<file path="src/rtl/pla_pkg.sv">
package pla_pkg;

  typedef enum logic [1:0] {
    ROW_TERM = 2'd0,
    ROW_OUT  = 2'd1,
    ROW_NONE = 2'd2
  } row_kind_e;

  function automatic int max_int(input int a, input int b);
    return (a > b) ? a : b;
  endfunction

  function automatic int addr_width(input int rows);
    return (rows > 1) ? $clog2(rows) : 1;
  endfunction

  // Term rows come first, output rows follow, everything above is unmapped.
  function automatic row_kind_e classify_row(input int addr, input int n_term, input int n_rows);
    if (addr < n_term) return ROW_TERM;
    if (addr < n_rows) return ROW_OUT;
    return ROW_NONE;
  endfunction

endpackage

</file>
<file path="src/rtl/pla_cfg_store.sv">
module pla_cfg_store
  import pla_pkg::*;
#(
  parameter int N_IN   = 4,
  parameter int N_OUT  = 3,
  parameter int N_TERM = 6,
  parameter int AW     = 4,
  parameter int DW     = 8
) (
  input  logic                      clk,
  input  logic                      rst,
  input  logic                      cfg_we,
  input  logic [AW-1:0]             cfg_addr,
  input  logic [DW-1:0]             cfg_wdata,
  input  logic [AW-1:0]             rd_addr,
  output logic [DW-1:0]             rd_data,
  output logic [N_TERM*2*N_IN-1:0]  and_flat,
  output logic [N_OUT*N_TERM-1:0]   or_flat
);
  localparam int LW = 2 * N_IN;
  localparam int ROWS = N_TERM + N_OUT;
  localparam logic [AW-1:0] OUT_BASE = AW'(N_TERM);

  logic [LW-1:0]     term_q [N_TERM];
  logic [N_TERM-1:0] out_q  [N_OUT];

  row_kind_e wr_kind;
  row_kind_e rd_kind;
  logic [AW-1:0] wr_out_idx;
  logic [AW-1:0] rd_out_idx;

  assign wr_kind    = classify_row(int'(cfg_addr), N_TERM, ROWS);
  assign rd_kind    = classify_row(int'(rd_addr), N_TERM, ROWS);
  assign wr_out_idx = cfg_addr - OUT_BASE;
  assign rd_out_idx = rd_addr - OUT_BASE;

  always_ff @(posedge clk) begin
    if (rst) begin
      for (int j = 0; j < N_TERM; j++) term_q[j] <= '0;
      for (int k = 0; k < N_OUT; k++)  out_q[k]  <= '0;
    end else if (cfg_we) begin
      case (wr_kind)
        ROW_TERM: term_q[cfg_addr]  <= cfg_wdata[LW-1:0];
        ROW_OUT:  out_q[wr_out_idx] <= cfg_wdata[N_TERM-1:0];
        default:  ;
      endcase
    end
  end

  always_comb begin
    case (rd_kind)
      ROW_TERM: rd_data = DW'(term_q[rd_addr]);
      ROW_OUT:  rd_data = DW'(out_q[rd_out_idx]);
      default:  rd_data = '0;
    endcase
  end

  for (genvar j = 0; j < N_TERM; j++) begin : g_term_flat
    assign and_flat[j*LW +: LW] = term_q[j];
  end
  for (genvar k = 0; k < N_OUT; k++) begin : g_out_flat
    assign or_flat[k*N_TERM +: N_TERM] = out_q[k];
  end

endmodule

</file>
<file path="src/rtl/pla_and_plane.sv">
module pla_and_plane #(
  parameter int N_IN   = 4,
  parameter int N_TERM = 6
) (
  input  logic [N_IN-1:0]           in_vec,
  input  logic [N_TERM*2*N_IN-1:0]  and_flat,
  output logic [N_TERM-1:0]         term_vec
);
  localparam int LW = 2 * N_IN;

  // Literal 2*i is the input itself, literal 2*i+1 its complement.
  function automatic logic [LW-1:0] make_literals(input logic [N_IN-1:0] v);
    logic [LW-1:0] l;
    for (int i = 0; i < N_IN; i++) begin
      l[2*i]   = v[i];
      l[2*i+1] = ~v[i];
    end
    return l;
  endfunction

  logic [LW-1:0] lit_vec;
  assign lit_vec = make_literals(in_vec);

  // An unselected literal contributes a 1, so an empty row gives a 1.
  for (genvar j = 0; j < N_TERM; j++) begin : g_term
    logic [LW-1:0] sel;
    assign sel         = and_flat[j*LW +: LW];
    assign term_vec[j] = &(~sel | lit_vec);
  end

endmodule

</file>
<file path="src/rtl/pla_or_plane.sv">
module pla_or_plane #(
  parameter int N_OUT  = 3,
  parameter int N_TERM = 6
) (
  input  logic [N_TERM-1:0]        term_vec,
  input  logic [N_OUT*N_TERM-1:0]  or_flat,
  output logic [N_OUT-1:0]         out_vec
);

  for (genvar k = 0; k < N_OUT; k++) begin : g_out
    assign out_vec[k] = |(or_flat[k*N_TERM +: N_TERM] & term_vec);
  end

endmodule

</file>
<file path="src/rtl/pla_array.sv">
module pla_array
  import pla_pkg::*;
#(
  parameter int N_IN   = 4,
  parameter int N_OUT  = 3,
  parameter int N_TERM = 6,
  localparam int ROWS  = N_TERM + N_OUT,
  localparam int AW    = addr_width(ROWS),
  localparam int DW    = max_int(2 * N_IN, N_TERM)
) (
  input  logic           clk,
  input  logic           rst,
  input  logic           cfg_we,
  input  logic [AW-1:0]  cfg_addr,
  input  logic [DW-1:0]  cfg_wdata,
  input  logic [AW-1:0]  rd_addr,
  output logic [DW-1:0]  rd_data,
  input  logic [N_IN-1:0]  in_vec,
  output logic [N_OUT-1:0] out_vec
);

  logic [N_TERM*2*N_IN-1:0] and_flat;
  logic [N_OUT*N_TERM-1:0]  or_flat;
  logic [N_TERM-1:0]        term_vec;

  pla_cfg_store #(
    .N_IN(N_IN), .N_OUT(N_OUT), .N_TERM(N_TERM), .AW(AW), .DW(DW)
  ) store_i (
    .clk(clk), .rst(rst),
    .cfg_we(cfg_we), .cfg_addr(cfg_addr), .cfg_wdata(cfg_wdata),
    .rd_addr(rd_addr), .rd_data(rd_data),
    .and_flat(and_flat), .or_flat(or_flat)
  );

  pla_and_plane #(.N_IN(N_IN), .N_TERM(N_TERM)) and_i (
    .in_vec(in_vec), .and_flat(and_flat), .term_vec(term_vec)
  );

  pla_or_plane #(.N_OUT(N_OUT), .N_TERM(N_TERM)) or_i (
    .term_vec(term_vec), .or_flat(or_flat), .out_vec(out_vec)
  );

endmodule

</file>
<file path="config.mk">
export PLATFORM = sky130hd
export DESIGN_NAME = pla_array
export DESIGN_NICKNAME = d
export VERILOG_FILES = /design/src/rtl/pla_pkg.sv /design/src/rtl/pla_cfg_store.sv /design/src/rtl/pla_and_plane.sv /design/src/rtl/pla_or_plane.sv /design/src/rtl/pla_array.sv
export SDC_FILE = /design/constraint.sdc
export NUM_CORES = 1
export LEC_CHECK = 0
export ABC_AREA = 1
export CAP_MARGIN = 15
export CORE_MARGIN = 4
export CORE_UTILIZATION = 60
export CTS_CLUSTER_SIZE = 40
export DETAILED_ROUTE_END_ITERATION = 8
export DONT_BUFFER_PORTS = 1
export PLACE_DENSITY = 0.81
export SYNTH_ARGS = -nofsm -noshare
export SYNTH_HDL_FRONTEND = slang
export SYNTH_HIERARCHICAL = 1
export SYNTH_SLANG_ARGS = --single-unit
</file>
<file path="constraint.sdc">
create_clock -name clk -period 4.79 [get_ports clk]
set_input_delay 0.958 -clock clk [delete_from_list [all_inputs] [get_ports clk]]
set_output_delay 0.958 -clock clk [all_outputs]
set_load 0.05 [all_outputs]
</file>
# Word level (Yosys, flattened, before mapping)
# Memory sizes are Yosys's and may differ from the RTL's.
# Cells that the tools add are included.
dict set report word_totals {
  reg_bits 0
  latchBits 0
  ramBits 66
  mem_bits_ro 0
  inputBits 23
  output_inout_bits 11
  elab_cells 73
  memories 2
}
# name words word_bits read_ports rd_ports_with_merged_regs write_ports line
set mem_list {}
lappend mem_list {store_i.term_q 6 8 7 0 6 pla_cfg_store.sv:24} ;# logic [LW-1:0] term_q [N_TERM];
lappend mem_list {store_i.out_q 3 6 4 0 3 pla_cfg_store.sv:25} ;# logic [N_TERM-1:0] out_q [N_OUT];
dict set report classes {
  add_sub_neg 2
  multipliers 0
  n_div 0
  n_lt_le_gt_ge 4
  n_eq_ne 2
  shift 0
  n_mux 31
  n_bitwise 19
  reduce_logical 13
}
# op count
set op_table {}
lappend op_table {{8-bit NOT} 6}
lappend op_table {{8-bit OR} 6}
lappend op_table {{8-bit AND reduction} 6}
lappend op_table {{6-bit OR reduction} 4}
lappend op_table {{6-bit bitwise AND} 3}
lappend op_table {{1-bit 2-to-1 mux} 18}
lappend op_table {{2-bit 2-to-1 mux} 9}
lappend op_table {{8-bit case mux with 2 select lines} 1}
lappend op_table {{4-bit by 3-bit less-than comparator with 1-bit output (second input constant)} 2}
lappend op_table {{4-bit less-than comparator (second input constant)} 2}
lappend op_table {{8-bit 2-to-1 mux} 1}
lappend op_table {{8-bit OR reduction} 1}
lappend op_table {{6-bit 2-to-1 mux} 1}
lappend op_table {{2-bit by 1-bit == test with 1-bit output (second input constant)} 2}
lappend op_table {{2-bit logical NOT} 2}
lappend op_table {{1-bit NOT} 4}
lappend op_table {{2-bit subtractor (second input constant)} 2}
lappend op_table {{3-bit 2-to-1 mux} 1}

# Longest topological paths before layout
dict set report depth {
  ltp_word 12
  mapped_depth 10
  ltp_nobuf 9
}

# Cells and area by module
# Netlist, hierarchy kept.
# mod instances cells_each area_each_um2 seq_area_each_um2
set modules_own_cells {}
lappend modules_own_cells {pla_cfg_store 1 381 3335.7 1981.9}
lappend modules_own_cells {pla_and_plane 1 142 540.5 0.0}
lappend modules_own_cells {pla_or_plane 1 36 135.1 0.0}

# Worst setup path after synthesis
# Ideal clock, no wire load.
dict set report synth_path {
  path_type {input to output}
  start {in rd_addr[0]}
  end {out rd_data[6]}
  arrival_ps 2219
  t_required_ps 3832
  path_slack_ps 1613
  path_stages 7
  n_path_buf 2
  cell_sequence {buf_2 > inv_1 > buf_2 > nand3_1 > a21oi_1 > nor2_1 > nor2_1}
}
dict set report synth_via {
  elab_chain_len 7
  elab_cells_between_ends 12
  cone_classes {2 x order compare; 1 x eq/ne; 7 x mux; 1 x reduce/logical; 1 x memory}
}
# element line
set synth_rtl {}
lappend synth_rtl {{start, declared} pla_array.sv:16} ;# input logic [AW-1:0] rd_addr,
lappend synth_rtl {{4-bit less-than comparator} pla_pkg.sv:20} ;# if (addr < n_rows) return ROW_OUT;
lappend synth_rtl {{1-bit 2-to-1 mux (2 in a row)} pla_pkg.sv:20}
lappend synth_rtl {{2-bit 2-to-1 mux} pla_pkg.sv:21} ;# return ROW_NONE;
lappend synth_rtl {{2-bit 2-to-1 mux} pla_pkg.sv:20}
lappend synth_rtl {{2-bit by 1-bit == test with 1-bit output / 2-bit logical NOT (equally long branches)} pla_cfg_store.sv:51} ;# case (rd_kind)
lappend synth_rtl {{8-bit case mux with 2 select lines *} pla_cfg_store.sv:51}
lappend synth_rtl {{end, declared} pla_array.sv:17} ;# output logic [DW-1:0] rd_data,
# Every way passes the cells marked *; elsewhere a longest branch is shown, timed or not. The select of a mux whose other input is x is not followed.

# Worst setup path after layout
dict set report layout_path {
  start {in rd_addr[0]}
  end {out rd_data[7]}
}
# Same word-level chain as after synthesis.

==> reports/summary.json <==
{
  "floorplanning": {
    "floorplan.initialDensity_pct": 62.5,
    "core_region_area_um2": 6420,
    "floorplan.die.width_um": 89.8,
    "io_pins": 34,
    "core.rowCount": 29,
    "die_height_um": 89.8,
    "fp.dieArea_um2": 8060
  },
  "global_routing": {
    "total_congestion_overflow": 0,
    "grt_max_degree": 31,
    "initial_antenna_violation_count": 0,
    "first_global_vias": 3073,
    "grt_first_pass_wirelength_um": 15400,
    "grt_use_total_pct": 25.0
  },
  "detailed_routing": {
    "drc_errors": 0,
    "detail_route.first_pass.iterations": 5,
    "detail-route-antenna-nets": 0,
    "routed-via-count": 3418,
    "detail_route.wirelength_um": 9960,
    "first_iter_violations": 277,
    "route.detailed.wl_per_inst_um": 15.6,
    "post_drt_via_cell_ratio": 5.35
  },
  "power": {
    "clockPowerShare_pct": 32.0,
    "power.combinational.fraction_pct": 13.5,
    "switchingPower_uw": 344,
    "seq_power_share_pct": 54.6,
    "power.switching_fraction_pct": 26.6,
    "irDropWorstVdd_mv": 0.243,
    "total_power_mw": 1.29,
    "cell_internal_pwr_uw": 951,
    "power_leakage_nw": 2.22,
    "p_per_area_nw_per_um2": 307
  },
  "final_layout": {
    "synthesis_to_layout_area_growth_pct": 4.96,
    "post_route_cells_drive_above_1_share_pct": 4.80,
    "fillCellCount": 537,
    "final_net_count": 581,
    "antennaDiodeCount": 0
  },
  "min_path": {
    "hold_path.class": "input pin to register"
  },
  "synth": {
    "post-synth-top-count-cell": "sky130_fd_sc_hd__nand2_1",
    "synth_edf_count": 66,
    "synth_cell_types": 19,
    "synth-xor-area-share_pct": 0,
    "syn_area_per_cell_um2": 7.18,
    "yosys-top-cells-area": "sky130_fd_sc_hd__edfxtp_1, sky130_fd_sc_hd__nand2_1, sky130_fd_sc_hd__inv_1, sky130_fd_sc_hd__nor2_1, sky130_fd_sc_hd__nand3_1",
    "synth.mux.area_fraction_pct": 0,
    "yosysWarningCount": 6,
    "synthSimpleGateAreaFrac_pct": 37.4,
    "synth_cells": 559,
    "synth_adder_area_share_pct": 0,
    "synth_largest_area_cell": "sky130_fd_sc_hd__edfxtp_1",
    "ys_ff_latch": 66,
    "yosys.area.top_type_share_pct": 49.4,
    "synth_flop_cell": "sky130_fd_sc_hd__edfxtp_1",
    "yosysSeqAreaShare_pct": 49.4,
    "synthArstFlopShare_pct": 0,
    "synth_compound_gate_area_share_pct": 0.624,
    "post_syn_area_um2": 4010,
    "largest_family_of_logic_cells_by_synthesized_area": "simple AND/OR/NAND/NOR gates",
    "syn_nets": 582,
    "synth.cells.most_frequent": "sky130_fd_sc_hd__nand2_1, sky130_fd_sc_hd__inv_1, sky130_fd_sc_hd__nor2_1, sky130_fd_sc_hd__edfxtp_1, sky130_fd_sc_hd__nand3_1"
  },
  "sta": {
    "max_slew.worst_pin.slew_ns": 1.08,
    "period_minus_slack_ns": 3.60,
    "grt_setup_unrepaired": "no",
    "layout_setup_ws_ns": 1.19,
    "fin_crit_sh_pct": 75.1,
    "fmax_mhz": 278,
    "count_of_pins_over_their_slew_limit": 0,
    "holdWs_ns": 0.888,
    "slew_headroom_pct": 27.5,
    "setup-violations-final": 0,
    "fin_tns_setup_ns": 0,
    "finalHoldViolations": 0
  },
  "clock_network": {
    "postCtsSetupRepairBufs": 0,
    "maximum_root_to_sink_buffer_count": 2,
    "tritoncts": "built",
    "cts_resized": 0,
    "cts-buffers-inserted": 9,
    "clock-sinks": 66,
    "htree_num_levels": 3,
    "worst_setup_hold_path_clk_slew_ns": 0.06,
    "post_cts_hold_buffer_count": 0,
    "clockRootBuffer": "sky130_fd_sc_hd__clkbuf_8"
  },
  "setup_path": {
    "path_buf_inv": 1,
    "critical_path_data_required_time_ns": 3.83,
    "endpoint_kind": "output port",
    "critical_path.startpoint_type": "input pin",
    "critical_path_class": "input pin to output port",
    "timing.critical_path.cells": "inv_1 > nand3_1 > a21oi_1 > nor2_1 > nor2_1",
    "crit_path_frequent_cell": "sky130_fd_sc_hd__nor2_1",
    "cp.arrival_ns": 2.64,
    "timing.critical_path.slowest_cell_delay_ns": 0.67,
    "worst-path-max-fanout": 30,
    "critPathTopFamily": "simple AND/OR/NAND/NOR gates",
    "timing.critical_path.slowest_stage_cell": "sky130_fd_sc_hd__nor2_1"
  },
  "run": {
    "maxCapViolations": 0
  },
  "place": {
    "placement.io_buffers": 0,
    "dp.final_hpwl_um": 7880,
    "place_congestion": 0.934,
    "pre_cts_ws_ns": 1.21
  },
  "outcome": {
    "run_status": "finished, final reports clean"
  }
}
path summary, 6_finish.rpt:
kind                      from  slack [ns]                    to  depth (start not counted)
setup / recovery    rd_addr[0]        1.19            rd_data[7]                          5
hold / removal    cfg_wdata[6]        0.89  store_i/term_q[5][6]                          2
power groups by stage:
stage	combinational, mW	clock (mW)	sequential [mW]
after floorplan	0.153	0	0.698
after global placement	0.167	0	0.717
after detailed placement	0.171	0	0.717
after CTS	0.172	0.423	0.704
after global routing	0.194	0.446	0.709
final	0.174	0.414	0.706
metal layers:
layer  track usage, %  routed length (um)  vias to the layer above
li1                 -                   -                     1672
met5                0                   0                        -
met2             35.4                4110                      202
met1             35.4                4340                     1517
met3             6.68                1150                       27
met4             12.4                 355                        0
state kept, by name, summed over array words and instances, names as in the netlist:
signal          count
store_i/out_q      18
store_i/term_q     48
logic make-up (layout without fill, tap and decap cells):
family,Yosys count,in the layout
AO/OA/AOI/OAI,5,5
AND/OR/NAND/NOR,361,361
flip-flops,66,66
buffers and inverters,127,130
metrics by stage:
| step | cell area (um^2) | instances | util [%] |
|---|---|---|---|
| floorplan | 4010 | 559 | - |
| CTS | 4210 | 638 | 65.5 |
| finish | 4210 | 639 | 65.6 |
| global route | 4210 | 639 | 65.6 |
| detailed placement | 4030 | 623 | 62.8 |
| global placement | 4030 | 623 | 62.8 |
layout by cell type, fill, tap and decap left out, types with 2 or more instances in the layout:
cell type / instances
sky130_fd_sc_hd__nand2_1: 221
sky130_fd_sc_hd__inv_1: 113
sky130_fd_sc_hd__nor2_1: 87
sky130_fd_sc_hd__edfxtp_1: 66
sky130_fd_sc_hd__nand3_1: 39
sky130_fd_sc_hd__clkbuf_8: 9
sky130_fd_sc_hd__nand2_2: 4
sky130_fd_sc_hd__nand4_2: 4
sky130_fd_sc_hd__o21ai_0: 3
sky130_fd_sc_hd__clkbuf_1: 2
sky130_fd_sc_hd__clkinv_1: 2
sky130_fd_sc_hd__clkinv_2: 2
sky130_fd_sc_hd__a21oi_1: 2
sky130_fd_sc_hd__nand2_4: 2
sky130_fd_sc_hd__nor2_4: 2
cell type report:
class | count | area (um^2) | share of cell area [%]
Sequential cell | 66 | 1980 | 47.1
Inverter | 114 | 428 | 10.2
Clock buffer | 11 | 131 | 3.12
Timing Repair Buffer | 1 | 5.00 | 0.119
Multi-Input combinational cell | 366 | 1520 | 36.2
Clock inverter | 4 | 43.8 | 1.04
Tap cell | 77 | 96.3 | 2.29
Power figures use the tool's default switching activity.
